### config.mk
export PLATFORM = sky130hd
export DESIGN_NAME = sdram_cmd_monitor
export DESIGN_NICKNAME = d
export VERILOG_FILES = /design/src/rtl/sdram_mon_pkg.sv /design/src/rtl/sdram_cmd_decode.sv /design/src/rtl/sdram_bank_slice.sv /design/src/rtl/sdram_cmd_monitor.sv
export SDC_FILE = /design/constraint.sdc
export NUM_CORES = 1
export LEC_CHECK = 0
export BUFFER_PORTS_ARGS = -buffer_cell sky130_fd_sc_hd__buf_4
export CAP_MARGIN = 5
export CORE_UTILIZATION = 62
export CTS_CLUSTER_DIAMETER = 80
export DETAILED_ROUTE_END_ITERATION = 7
export GPL_TIMING_DRIVEN = 0
export PLACE_DENSITY = 0.88
export SLEW_MARGIN = 20
export SYNTH_ARGS = -nofsm -noshare
export SYNTH_HDL_FRONTEND = slang
export SYNTH_SLANG_ARGS = --single-unit
### constraint.sdc
create_clock -name clk -period 4.03 [get_ports clk]
set_input_delay 0.806 -clock clk [delete_from_list [all_inputs] [get_ports clk]]
set_output_delay 0.806 -clock clk [all_outputs]
set_load 0.05 [all_outputs]
### src/rtl/sdram_mon_pkg.sv
package sdram_mon_pkg;

    typedef enum logic [3:0] {
        CMD_NOP  = 4'd0,
        CMD_MRS  = 4'd1,
        CMD_REF  = 4'd2,
        CMD_SRE  = 4'd3,
        CMD_SRX  = 4'd4,
        CMD_ACT  = 4'd5,
        CMD_RD   = 4'd6,
        CMD_WR   = 4'd7,
        CMD_BST  = 4'd8,
        CMD_PRE  = 4'd9,
        CMD_PALL = 4'd10,
        CMD_SUSP = 4'd11,
        CMD_WAKE = 4'd12
    } cmd_e;

    typedef enum logic [1:0] {
        BK_IDLE     = 2'd0,
        BK_ACTIVE   = 2'd1,
        BK_AUTOPRE  = 2'd2
    } bank_st_e;

    localparam int ERR_W        = 5;
    localparam int ERR_NOT_IDLE = 0;
    localparam int ERR_MRS_GAP  = 1;
    localparam int ERR_AP_BURST = 2;
    localparam int ERR_ACT_OPEN = 3;
    localparam int ERR_RW_IDLE  = 4;

endpackage

### src/rtl/sdram_cmd_decode.sv
module sdram_cmd_decode
    import sdram_mon_pkg::*;
(
    input  logic cke_prev_i,
    input  logic cke_i,
    input  logic cs_n_i,
    input  logic ras_n_i,
    input  logic cas_n_i,
    input  logic we_n_i,
    input  logic a10_i,
    input  logic in_sref_i,
    output cmd_e cmd_o
);

    cmd_e pin_cmd;

    always_comb begin
        unique case ({ras_n_i, cas_n_i, we_n_i})
            3'b000:  pin_cmd = CMD_MRS;
            3'b001:  pin_cmd = CMD_REF;
            3'b011:  pin_cmd = CMD_ACT;
            3'b101:  pin_cmd = CMD_RD;
            3'b100:  pin_cmd = CMD_WR;
            3'b110:  pin_cmd = CMD_BST;
            3'b010:  pin_cmd = a10_i ? CMD_PALL : CMD_PRE;
            default: pin_cmd = CMD_NOP;
        endcase
    end

    always_comb begin
        if (!cke_prev_i) begin
            if (cke_i) cmd_o = in_sref_i ? CMD_SRX : CMD_WAKE;
            else       cmd_o = CMD_SUSP;
        end else if (cs_n_i) begin
            cmd_o = cke_i ? CMD_NOP : CMD_SUSP;
        end else if (!cke_i) begin
            cmd_o = (pin_cmd == CMD_REF) ? CMD_SRE : CMD_SUSP;
        end else begin
            cmd_o = pin_cmd;
        end
    end

endmodule

### src/rtl/sdram_bank_slice.sv
module sdram_bank_slice
    import sdram_mon_pkg::*;
#(
    parameter int CNT_W = 3
) (
    input  logic       clk,
    input  logic       rst,
    input  logic       open_i,
    input  logic       close_i,
    input  logic       rw_ap_i,
    input  logic [1:0] bl_sel_i,
    output bank_st_e   state_o
);

    typedef struct packed {
        bank_st_e          st;
        logic [CNT_W-1:0]  cnt;
    } slice_t;

    slice_t q, d;

    always_comb begin
        d = q;
        if (q.st == BK_AUTOPRE) begin
            if (q.cnt == '0) d.st = BK_IDLE;
            else             d.cnt = q.cnt - 1'b1;
        end
        if (close_i) begin
            d.st  = BK_IDLE;
            d.cnt = '0;
        end else if (open_i) begin
            d.st = BK_ACTIVE;
        end else if (rw_ap_i) begin
            if (bl_sel_i == 2'd0) begin
                d.st = BK_IDLE;
            end else begin
                d.st  = BK_AUTOPRE;
                d.cnt = CNT_W'((1 << bl_sel_i) - 2);
            end
        end
    end

    always_ff @(posedge clk) begin
        if (rst) begin
            q.st  <= BK_IDLE;
            q.cnt <= '0;
        end else begin
            q <= d;
        end
    end

    assign state_o = q.st;

endmodule

### src/rtl/sdram_cmd_monitor.sv
module sdram_cmd_monitor
    import sdram_mon_pkg::*;
#(
    parameter int NUM_BANKS = 4,
    parameter int MRS_GAP   = 2,
    parameter int CNT_W     = 3,
    localparam int BA_W     = $clog2(NUM_BANKS)
) (
    input  logic                  clk,
    input  logic                  rst,
    input  logic                  cke_prev,
    input  logic                  cke,
    input  logic                  cs_n,
    input  logic                  ras_n,
    input  logic                  cas_n,
    input  logic                  we_n,
    input  logic [BA_W-1:0]       ba,
    input  logic                  a10,
    input  logic [1:0]            burst_len_sel,
    output logic [3:0]            cmd_o,
    output logic [BA_W-1:0]       bank_o,
    output logic [NUM_BANKS-1:0]  bank_mask_o,
    output logic [ERR_W-1:0]      err_o
);

    localparam int GAP_W = $clog2(MRS_GAP + 1);

    typedef struct packed {
        logic [3:0]           cmd;
        logic [BA_W-1:0]      bank;
        logic [NUM_BANKS-1:0] mask;
        logic [ERR_W-1:0]     err;
        logic [GAP_W-1:0]     mrs_cnt;
        logic                 sref;
    } mon_t;

    mon_t q, d;

    cmd_e                 dec_cmd;
    bank_st_e             bank_st [NUM_BANKS];
    logic [NUM_BANKS-1:0] open_v, close_v, rw_ap_v;

    sdram_cmd_decode u_decode (
        .cke_prev_i (cke_prev),
        .cke_i      (cke),
        .cs_n_i     (cs_n),
        .ras_n_i    (ras_n),
        .cas_n_i    (cas_n),
        .we_n_i     (we_n),
        .a10_i      (a10),
        .in_sref_i  (q.sref),
        .cmd_o      (dec_cmd)
    );

    for (genvar g = 0; g < NUM_BANKS; g++) begin : g_bank
        sdram_bank_slice #(.CNT_W(CNT_W)) u_slice (
            .clk      (clk),
            .rst      (rst),
            .open_i   (open_v[g]),
            .close_i  (close_v[g]),
            .rw_ap_i  (rw_ap_v[g]),
            .bl_sel_i (burst_len_sel),
            .state_o  (bank_st[g])
        );
    end

    logic     any_open, any_ap, is_rw, bank_cmd, legal;
    bank_st_e tgt_st;
    logic [ERR_W-1:0] err;

    always_comb begin
        any_open = 1'b0;
        any_ap   = 1'b0;
        for (int i = 0; i < NUM_BANKS; i++) begin
            if (bank_st[i] != BK_IDLE)    any_open = 1'b1;
            if (bank_st[i] == BK_AUTOPRE) any_ap   = 1'b1;
        end
        tgt_st   = bank_st[ba];
        is_rw    = (dec_cmd == CMD_RD) || (dec_cmd == CMD_WR);
        bank_cmd = is_rw || (dec_cmd == CMD_ACT) || (dec_cmd == CMD_PRE);

        err = '0;
        if ((dec_cmd == CMD_MRS || dec_cmd == CMD_REF || dec_cmd == CMD_SRE) && any_open)
            err[ERR_NOT_IDLE] = 1'b1;
        if (q.mrs_cnt != '0 && dec_cmd != CMD_NOP)
            err[ERR_MRS_GAP] = 1'b1;
        if (is_rw && any_ap)
            err[ERR_AP_BURST] = 1'b1;
        if (dec_cmd == CMD_ACT && tgt_st != BK_IDLE)
            err[ERR_ACT_OPEN] = 1'b1;
        if (is_rw && tgt_st == BK_IDLE)
            err[ERR_RW_IDLE] = 1'b1;
        legal = (err == '0);

        for (int i = 0; i < NUM_BANKS; i++) begin
            open_v[i]  = legal && dec_cmd == CMD_ACT && ba == BA_W'(i);
            rw_ap_v[i] = legal && is_rw && a10 && ba == BA_W'(i);
            close_v[i] = legal && ((dec_cmd == CMD_PRE && ba == BA_W'(i))
                                   || dec_cmd == CMD_PALL);
        end

        d      = q;
        d.cmd  = dec_cmd;
        d.err  = err;
        d.bank = bank_cmd ? ba : '0;
        if (bank_cmd)                d.mask = NUM_BANKS'(1) << ba;
        else if (dec_cmd == CMD_PALL) d.mask = '1;
        else                         d.mask = '0;

        if (legal && dec_cmd == CMD_MRS) d.mrs_cnt = GAP_W'(MRS_GAP);
        else if (q.mrs_cnt != '0)        d.mrs_cnt = q.mrs_cnt - 1'b1;

        if (legal && dec_cmd == CMD_SRE) d.sref = 1'b1;
        else if (dec_cmd == CMD_SRX)     d.sref = 1'b0;
    end

    always_ff @(posedge clk) begin
        if (rst) q <= '0;
        else     q <= d;
    end

    assign cmd_o       = q.cmd;
    assign bank_o      = q.bank;
    assign bank_mask_o = q.mask;
    assign err_o       = q.err;

endmodule

==> reports/metrics.cfg <==
[synth]
synth_ff_type=dfxtp_1
synthCells=284
yosysSeqAreaShare_pct=33.0
yosys_register_bits=38
yosys_warnings=0
synthXorXnorAreaFrac_pct=1.52
async_flop_share_pct=0
synth_top_family_by_area=simple AND/OR/NAND/NOR gates
yosys.area_share.simple_pct=26.0
syn_area_per_cell_sq_um=8.11
synth_edf_count=0
post_synth_mux_area_share_pct=3.80
synthAdderAreaFrac_pct=7.61
post_synth_num_cell_types=53
syn_nets=311
synth_compound_area_share_pct=17.2
synthesis.area_sq_mm=0.00230

[setup_path]
timing.rr.start=g_bank[0].u_slice.state_o[0]$_SDFFE_PP0P_
reg2reg_depth=6
r2r_end=g_bank[3].u_slice.q[1]$_SDFF_PP0_
crit_chain=buf_2, inv_1, mux4_2, nand2b_1, nor4_1, nor2_1, a211oi_1
max_stage_delay_ps=790
path_max_fanout=8
startpoint_type=input port
critPathSlowestCell=nor4_1
critical_path_required_ps=4230
cp_top_family=simple AND/OR/NAND/NOR gates
endpoint_kind=flip-flop
critPathKind=input port to flip-flop
cp_num_buf_inv=2
worstPathArrival_ps=3130
reg2reg_slack_ps=1440

[sta]
clock.fmax_ghz=0.341
slew_violations=0
finClkSkew_ps=5.53
worst_slew_pin_slew_ps=921
layout_min_cycle_time_ps=2930
timing.final.crit_share_pct=72.8
final.setup.tns_ps=0
finalSetupViolCount=0
rsz0062_at_grt=no
max-slew-margin-rel_pct=38.0
hold_viol=0

[cts]
clockBufferDepth=2
hold_buffers=0
htree_levels=2
ctsResizeCount=0
worstSkewPairLatency_ps=290
tritoncts=yes
cts_buffers=5
clockRootBuffer=clkbuf_8
path_clk_slew_ps=70
clock_sinks=38
cts_setup_buffers=0

[placement]
port_buffers=25
gp_congestion=0.922
dpl.hpwl_mm=3.95
placed_cell_area_sq_mm=0.00255
dpl.cell_count=355

[power_and_ir_drop]
p_leak_uw=0.00114
vdd_drop_max_mv=0.176
pwr_density_cell_mw_per_mm2=273

[job]
cap_viol_max_count=0

[min_path]
holdPathStages=1
holdPathEnd=q[1]$_SDFFE_PP0P_
hp-class=flip-flop to flip-flop
min_from=q[1]$_SDFFE_PP0P_

[layout]
finish.utilization_pct=76.2
stdcell_count=362
fin_nets=343
n_fill_cell=281
area_growth_syn_to_layout_pct=14.0
fin_area_sq_mm=0.00262
diodes=0
drive_gt1_share_pct=19.9

[grt]
grt_pass1_vias=1956
met2_usage_pct=47.4
grtUsageMet3_pct=7.48
grt_max_degree=11
grt_overflow_total=0
grtUsageTotal_pct=28.5
use_met1_pct=35.0
grt_pass1_wl_mm=8.74
grt_antenna_before_repair=0
busiest_layer=met2

[detailed_routing]
num_vias=2088
postRouteWirelength_mm=5.14
drt_iter0_markers=204
viasPerCell=5.77
drc=0
drtAntennaViolNets=0
drt_pass1_iterations=5
wire_per_inst_microns=14.2

[die]
num_rows=21
die_w_microns=62.9
core_sq_mm=0.00344
die_h_microns=62.9
die-area_sq_mm=0.00396
io_pins=28
initial_core_util_pct=66.9

[run_status]
status=completed

==> logic make-up after synthesis <==
family / count (synthesis)
buffers and inverters: 51
DFF: 38
muxes: 7
AOI/OAI and AO/OA: 62
xor gates and xnor gates: 4
and+or+nand+nor: 108
adders and majority gates: 14
==> flip-flops by register name, indices dropped and copies added, names as in the netlist <==
register,flops
g_bank.u_slice.q,12
g_bank.u_slice.state_o,8
err_o,5
bank_mask_o,4
cmd_o,4
q,3
bank_o,2
==> area by class of cell <==
type	instances	area [sq um]	area share [%]
clock buffers	7	76.3	2.91
multi-input cells	195	1290	49.2
inverters	27	101	3.86
plain buffers	24	149	5.67
flip-flops and latches	38	761	29.0
repair buffers	25	188	7.15
well taps	46	57.6	2.19
==> per-layer routing <==
| layer | vias up | part of all wire [%] |
|---|---|---|
| li1 | 1038 | - |
| met1 | 950 | 43 |
| met2 | 90 | 47 |
| met3 | 10 | 8.0 |
| met4 | 0 | 1.8 |
| met5 | - | 0 |
==> metrics by stage <==
stage | total power (uW) | setup slack, ps | hold WS, ps
global route | 745 | 950 | 487
floorplan | 449 | 1340 | 422
detailed placement | 478 | 898 | 439
global placement | 477 | 997 | 443
CTS | 717 | 1200 | 449
finish | 715 | 1100 | 453
==> worst reg2reg max path: stages (launching register included) <==
cell and delay (ps):
dfxtp_1 430, nor2b_1 130, nor4_1 530, nand2b_1 200, nor4_1 790, nor2_1 160, a211oi_1 270
==> synthesized netlist by cell type, types with 2 or more instances <==
library cell / number / area (sq um)
nand2_1: 19 / 71.3
dfxtp_1: 38 / 761
a21o_1: 4 / 30.0
a22oi_1: 3 / 22.5
o22ai_1: 7 / 43.8
mux2_2: 4 / 45.0
a211oi_1: 5 / 37.5
nor4_1: 5 / 31.3
and3_1: 2 / 12.5
nand2b_1: 3 / 18.8
mux2i_1: 2 / 20.0
and2_1: 5 / 31.3
o21ai_0: 15 / 75.1
nor3_1: 9 / 45.0
nand3b_1: 2 / 15.0
nor3b_1: 2 / 15.0
and3b_1: 2 / 17.5
a21oi_1: 14 / 70.1
nand4_1: 3 / 18.8
nor2b_1: 8 / 50.1
nand3_1: 8 / 40.0
buf_2: 2 / 10.0
xnor2_1: 4 / 35.0
o31ai_1: 2 / 15.0
nor2_1: 28 / 105
ha_1: 14 / 175
inv_1: 27 / 101
buf_4: 15 / 113
o32ai_1: 2 / 17.5
clkbuf_1: 7 / 26.3
==> worst max path at each step <==
stage,startpoint,to,depth (start not counted)
after floorplan,cas_n,g_bank[3].u_slice.state_o[1]$_SDFFE_PP0P_,7
after global placement,ba[0],g_bank[3].u_slice.q[1]$_SDFF_PP0_,7
after detailed placement,ba[0],g_bank[3].u_slice.q[1]$_SDFF_PP0_,7
after CTS,ba[0],g_bank[3].u_slice.q[1]$_SDFF_PP0_,7
after global routing,cke,g_bank[3].u_slice.q[1]$_SDFF_PP0_,8
final,ba[0],g_bank[3].u_slice.q[1]$_SDFF_PP0_,7
==> cell usage in the layout, fill, tap and decap left out, types with 7 or more instances in the layout <==
| cell type | n |
|---|---|
| a21oi_1 | 14 |
| inv_1 | 27 |
| nand3_1 | 8 |
| dfxtp_1 | 38 |
| nand2_1 | 19 |
| o22ai_1 | 7 |
| nor2_1 | 28 |
| buf_4 | 40 |
| nor3_1 | 9 |
| clkbuf_1 | 9 |
| nor2b_1 | 8 |
| ha_1 | 14 |
| o21ai_0 | 15 |
==> report_power, final <==
part	total [uW]	switching, uW	internal [uW]
clock	244	125	119
sequential	381	1.20	380
combinational	90.2	57.3	32.8
total	715	184	531
(Power assumes the default switching activity.)
